File: config.mk
export PLATFORM = sky130hd
export DESIGN_NAME = oc_channel
export DESIGN_NICKNAME = d
export VERILOG_FILES = /design/src/rtl/oc_pkg.sv /design/src/rtl/oc_match.sv /design/src/rtl/oc_ref.sv /design/src/rtl/oc_flag.sv /design/src/rtl/oc_channel.sv
export SDC_FILE = /design/constraint.sdc
export NUM_CORES = 1
export LEC_CHECK = 0
export BUFFER_PORTS_ARGS = -buffer_cell sky130_fd_sc_hd__buf_2
export CORE_MARGIN = 1.5
export CORE_UTILIZATION = 30
export DETAILED_ROUTE_END_ITERATION = 6
export GPL_ROUTABILITY_DRIVEN = 0
export PLACE_DENSITY_LB_ADDON = 0.3
export SLEW_MARGIN = 20
export SYNTH_ARGS = -nofsm -noshare
export SYNTH_HDL_FRONTEND = slang
export SYNTH_HIERARCHICAL = 1
export SYNTH_SLANG_ARGS = --single-unit
File: constraint.sdc
create_clock -name clk -period 1.61 [get_ports clk]
set_input_delay 0.0805 -clock clk [delete_from_list [all_inputs] [get_ports clk]]
set_output_delay 0.0805 -clock clk [all_outputs]
set_load 0.02 [all_outputs]
File: src/rtl/oc_pkg.sv
package oc_pkg;
  typedef enum logic [2:0] {
    OC_FROZEN   = 3'd0,
    OC_SET_HIT  = 3'd1,
    OC_CLR_HIT  = 3'd2,
    OC_TGL_HIT  = 3'd3,
    OC_FORCE_LO = 3'd4,
    OC_FORCE_HI = 3'd5,
    OC_PWM_A    = 3'd6,
    OC_PWM_B    = 3'd7
  } oc_mode_e;

  localparam int unsigned MODE_LSB = 4;
  localparam int unsigned MODE_W   = 3;
endpackage

File: src/rtl/oc_match.sv
module oc_match #(
  parameter int unsigned W = 16
) (
  input  logic [W-1:0] cnt_i,
  input  logic [W-1:0] cmp_i,
  output logic         eq_o,
  output logic         lt_o,
  output logic         gt_o
);
  always_comb begin
    eq_o = (cnt_i == cmp_i);
    lt_o = (cnt_i <  cmp_i);
    gt_o = (cnt_i >  cmp_i);
  end
endmodule

File: src/rtl/oc_ref.sv
module oc_ref
  import oc_pkg::*;
(
  input  logic     clk,
  input  logic     rst_n,
  input  logic     en_i,
  input  oc_mode_e mode_i,
  input  logic     down_i,
  input  logic     eq_i,
  input  logic     lt_i,
  input  logic     gt_i,
  output logic     ref_o
);
  logic ref_q, ref_d, ref_ce, pwm_lvl;

  always_comb begin
    pwm_lvl = down_i ? ~gt_i : lt_i;
    ref_d   = ref_q;
    unique case (mode_i)
      OC_FROZEN:   ref_d = ref_q;
      OC_SET_HIT:  ref_d = eq_i ? 1'b1 : ref_q;
      OC_CLR_HIT:  ref_d = eq_i ? 1'b0 : ref_q;
      OC_TGL_HIT:  ref_d = eq_i ? ~ref_q : ref_q;
      OC_FORCE_LO: ref_d = 1'b0;
      OC_FORCE_HI: ref_d = 1'b1;
      OC_PWM_A:    ref_d = pwm_lvl;
      OC_PWM_B:    ref_d = ~pwm_lvl;
      default:     ref_d = ref_q;
    endcase
    ref_ce = en_i;
  end

  always_ff @(posedge clk or negedge rst_n) begin
    if (!rst_n)      ref_q <= 1'b0;
    else if (ref_ce) ref_q <= ref_d;
  end

  assign ref_o = ref_q;


  dis_hold_chk: assert property (@(posedge clk) disable iff (!rst_n)
    !en_i |=> $stable(ref_q));

  frozen_hold_chk: assert property (@(posedge clk) disable iff (!rst_n)
    (mode_i == OC_FROZEN) |=> $stable(ref_q));

  force_hi_chk: assert property (@(posedge clk) disable iff (!rst_n)
    (en_i && mode_i == OC_FORCE_HI) |=> ref_q);

  force_lo_chk: assert property (@(posedge clk) disable iff (!rst_n)
    (en_i && mode_i == OC_FORCE_LO) |=> !ref_q);

  toggle_flip_chk: assert property (@(posedge clk) disable iff (!rst_n)
    (en_i && mode_i == OC_TGL_HIT && eq_i) |=> (ref_q != $past(ref_q)));

  pwm_a_up_chk: assert property (@(posedge clk) disable iff (!rst_n)
    (en_i && mode_i == OC_PWM_A && !down_i && lt_i) |=> ref_q);
endmodule

File: src/rtl/oc_flag.sv
module oc_flag (
  input  logic clk,
  input  logic rst_n,
  input  logic hit_i,
  input  logic clr_i,
  output logic flag_o
);
  logic flag_q, flag_d, flag_ce;

  always_comb begin
    flag_ce = hit_i | clr_i;
    flag_d  = hit_i;
  end

  always_ff @(posedge clk or negedge rst_n) begin
    if (!rst_n)       flag_q <= 1'b0;
    else if (flag_ce) flag_q <= flag_d;
  end

  assign flag_o = flag_q;


  flag_set_chk: assert property (@(posedge clk) disable iff (!rst_n)
    hit_i |=> flag_q);

  flag_clr_chk: assert property (@(posedge clk) disable iff (!rst_n)
    (clr_i && !hit_i) |=> !flag_q);

  flag_sticky_chk: assert property (@(posedge clk) disable iff (!rst_n)
    (flag_q && !clr_i) |=> flag_q);
endmodule

File: src/rtl/oc_channel.sv
module oc_channel
  import oc_pkg::*;
#(
  parameter int unsigned W      = 16,
  parameter int unsigned CTRL_W = 8
) (
  input  logic              clk,
  input  logic              rst_n,
  input  logic [W-1:0]      cnt_i,
  input  logic              cnt_down_i,
  input  logic [W-1:0]      cmp_i,
  input  logic [CTRL_W-1:0] ctrl_i,
  input  logic              chan_en_i,
  input  logic              flag_clr_i,
  output logic              ref_o,
  output logic              match_flag_o
);
  localparam int unsigned MODE_MSB = MODE_LSB + MODE_W - 1;

  logic     eq, lt, gt, hit;
  oc_mode_e mode;

  always_comb begin
    mode = oc_mode_e'(ctrl_i[MODE_MSB:MODE_LSB]);
    hit  = chan_en_i & eq;
  end

  oc_match #(.W(W)) u_match (
    .cnt_i (cnt_i),
    .cmp_i (cmp_i),
    .eq_o  (eq),
    .lt_o  (lt),
    .gt_o  (gt)
  );

  oc_ref u_ref (
    .clk    (clk),
    .rst_n  (rst_n),
    .en_i   (chan_en_i),
    .mode_i (mode),
    .down_i (cnt_down_i),
    .eq_i   (eq),
    .lt_i   (lt),
    .gt_i   (gt),
    .ref_o  (ref_o)
  );

  oc_flag u_flag (
    .clk    (clk),
    .rst_n  (rst_n),
    .hit_i  (hit),
    .clr_i  (flag_clr_i),
    .flag_o (match_flag_o)
  );


  ctrl_known_chk: assert property (@(posedge clk) disable iff (!rst_n)
    !$isunknown(ctrl_i));

  dis_no_flag_chk: assert property (@(posedge clk) disable iff (!rst_n)
    (!chan_en_i && !match_flag_o) |=> !match_flag_o);
endmodule

==> impl_metrics.toml <==
[grt]
grt_max_degree = 5
track_usage = 0.136
grt_pass1_wl_um = 2150
grt_pass1_vias = 641
antenna_found_initial = 0
grt-ovfl-total = 0

[routing]
viasPerCell = 4.70
wl_per_cell_um = 11.0
drt_iter0_markers = 6
wl_um = 1630
drc = 0
drt_pass1_iterations = 4
postRouteAntennaNets = 0
vias = 696

[sta]
max_freq_mhz = 595
fin_ws_ns = -0.0711
post-route-period-util = 1.04
finalMaxSlewViolations = 0
period_needed_ns = 1.68
clock_skew_ns = 0
tightestPinTransition_ns = 0.289
hold_violations = 0
maxSlewHeadroom = 0.806
setup_violations = 1
tns_ns = -0.0711
rsz0062_at_grt = "yes"

[setup_path]
crit_arrival_ns = 1.78
path_delay_family = "compound AO/OA/AOI/OAI gates"
endpoint_kind = "flop"
slowest_stage = "a2111o_1"
cp_num_buf_inv = 2
cp-start-kind = "input port"
criticalPathCategory = "input port to flop"
critical_path.cell_chain = "buf_6, inv_4, ha_4, nor2b_4, o211ai_1, a2111o_1, a31oi_1, nand2_1, o2111ai_2, o221ai_2, mux2_4"
cpPeakStageDelay_ns = 0.39
cp.required_ns = 1.71
crit_fanout = 2

[die]
start_util = 0.320
dieArea_mm2 = 0.00213
core_area_mm2 = 0.00175
die_height_um = 46.1
boundaryPins = 47
num_rows = 15
die_x_um = 46.1

[cts]
cts_buffer_depth = 2
clk_latency_ns = 0.21
cts_made_buffers = 3
clock-root-buffer = "clkbuf_4"
cts_tree = "done"
cts.sinks = 2
htreeDepth = 1
clkTransAtPathRegs_ns = 0.03

[pwr]
ir_drop_mv = 0.327
p_leak_uw = 0.000566
p_per_area_mw_per_mm2 = 395

[placement]
dp.final_hpwl_um = 1180
portBuffers = 41

[synth]
yosysSeqAreaShare = 0.0897
avgSynthCellArea_um2 = 7.64
syn_inst = 73
synth-edff-count = 0
ys_warn_count = 6
async_reset_ff_frac = 1.00
syn_area_um2 = 558
synthFlopType = "dfrtp_1"
synth_cell_types = 25
ys_ff_latch = 2
synth_nets = 134

[layout]
areaGrowthSynthToFinish_pct = 96.0
num-fill-cells = 162
final_layout_size_suffix_gt1_frac = 0.602
final_common_cell = "buf_2"
multiInputGateArea_um2 = 598
nets = 186
layout_common_cells = "buf_2 (31), inv_1 (12), buf_6 (10)"
antenna_cells = 0
regArea_um2 = 50.0
fin_util = 0.627

[run_status]
violations = "setup timing"
status = "finished with violations"

[job]
cap_violations = 0

[hold_path]
hp-class = "input port to flop"
-- timing repair --
item,4_1_cts,5_1_grt
pin swaps,5,15
endpoints found under the hold margin,2,0
hold buffers,1,0
gates resized for setup,8,27
buffers inserted,0,0
endpoints found under the setup margin,1,1
-- worst min-delay path, stage by stage --
cell and delay, ns:
buf_2 0.10, inv_1 0.04, a21o_1 0.11
-- per-stage QoR --
| stage | setup WS [ns] | instances | power [uW] | hold slack, ns | area, um^2 |
|---|---|---|---|---|---|
| after floorplan | -0.178 | 73 | 162 | -0.215 | 571 |
| after CTS | -0.114 | 148 | 378 | 0.132 | 920 |
| final | -0.0711 | 148 | 432 | 0.147 | 1090 |
| after global placement | -0.322 | 144 | 242 | -0.134 | 845 |
| after global routing | -0.165 | 148 | 471 | 0.169 | 1090 |
| after detailed placement | -0.377 | 144 | 249 | -0.133 | 845 |
-- cells by family (layout without fill, tap and decap cells) --
group | after synthesis | in the layout | share of synthesized area
AO/OA/AOI/OAI | 20 | 20 | 0.238
adder cells (fa/ha/maj) | 16 | 16 | 0.359
buffers and inverters | 19 | 69 | 0.128
flip-flops | 2 | 2 | 0.0897
multiplexers | 1 | 1 | 0.0202
AND/OR/NAND/NOR | 15 | 15 | 0.166
-- final timing paths --
| check | start | to | slack, ns | cells past startpoint |
|---|---|---|---|---|
| max in group asynchronous | rst_n | u_flag/flag_o | 1.33 | 2 |
| worst max register to register | u_ref/ref_o | u_ref/ref_o | 0.51 | 4 |
| worst min register to register | u_flag/flag_o | u_flag/flag_o | 0.49 | 1 |
| min in group asynchronous | rst_n | u_ref/ref_o | 0.18 | 2 |
| worst max-delay path | cmp_i[1] | u_ref/ref_o | -0.07 | 11 |
| worst min-delay path | flag_clr_i | u_flag/flag_o | 0.15 | 3 |
-- area by class of cell --
cell class              instances  area share
clock buffers                   3      0.0206
inverters                      19      0.0698
multi-input cells              52       0.547
flip-flops and latches          2      0.0458
well taps                      25      0.0286
repair buffers                 47       0.288
-- synthesized netlist by cell type, types with 2 or more instances --
cell / n / area share
inv_1: 19 / 0.13
ha_1: 16 / 0.36
a21oi_1: 6 / 0.054
nand2_1: 4 / 0.027
o21ai_0: 4 / 0.036
nand4_1: 3 / 0.034
dfrtp_1: 2 / 0.090
nor2_1: 2 / 0.013
-- metal layers --
metal	vias up	global-route usage	routed length, um
met4	0	0.0400	0
li1	361	-	-
met1	313	0.133	592
met5	-	0	0
met2	22	0.275	951
met3	0	0.0314	89
-- power breakdown --
| part | switching (uW) | leakage (uW) | total (uW) | internal, uW |
|---|---|---|---|---|
| Sequential | 4.15 | 0.0000253 | 60.4 | 56.2 |
| Clock | 23.8 | 0.0000138 | 106 | 81.8 |
| Combinational | 114 | 0.000527 | 266 | 151 |
-- state kept, by name (all words and copies together) (netlist names) --
signal,count
u_flag/flag_o,1
u_ref/ref_o,1
No activity file was read; power rests on OpenSTA's default activity.
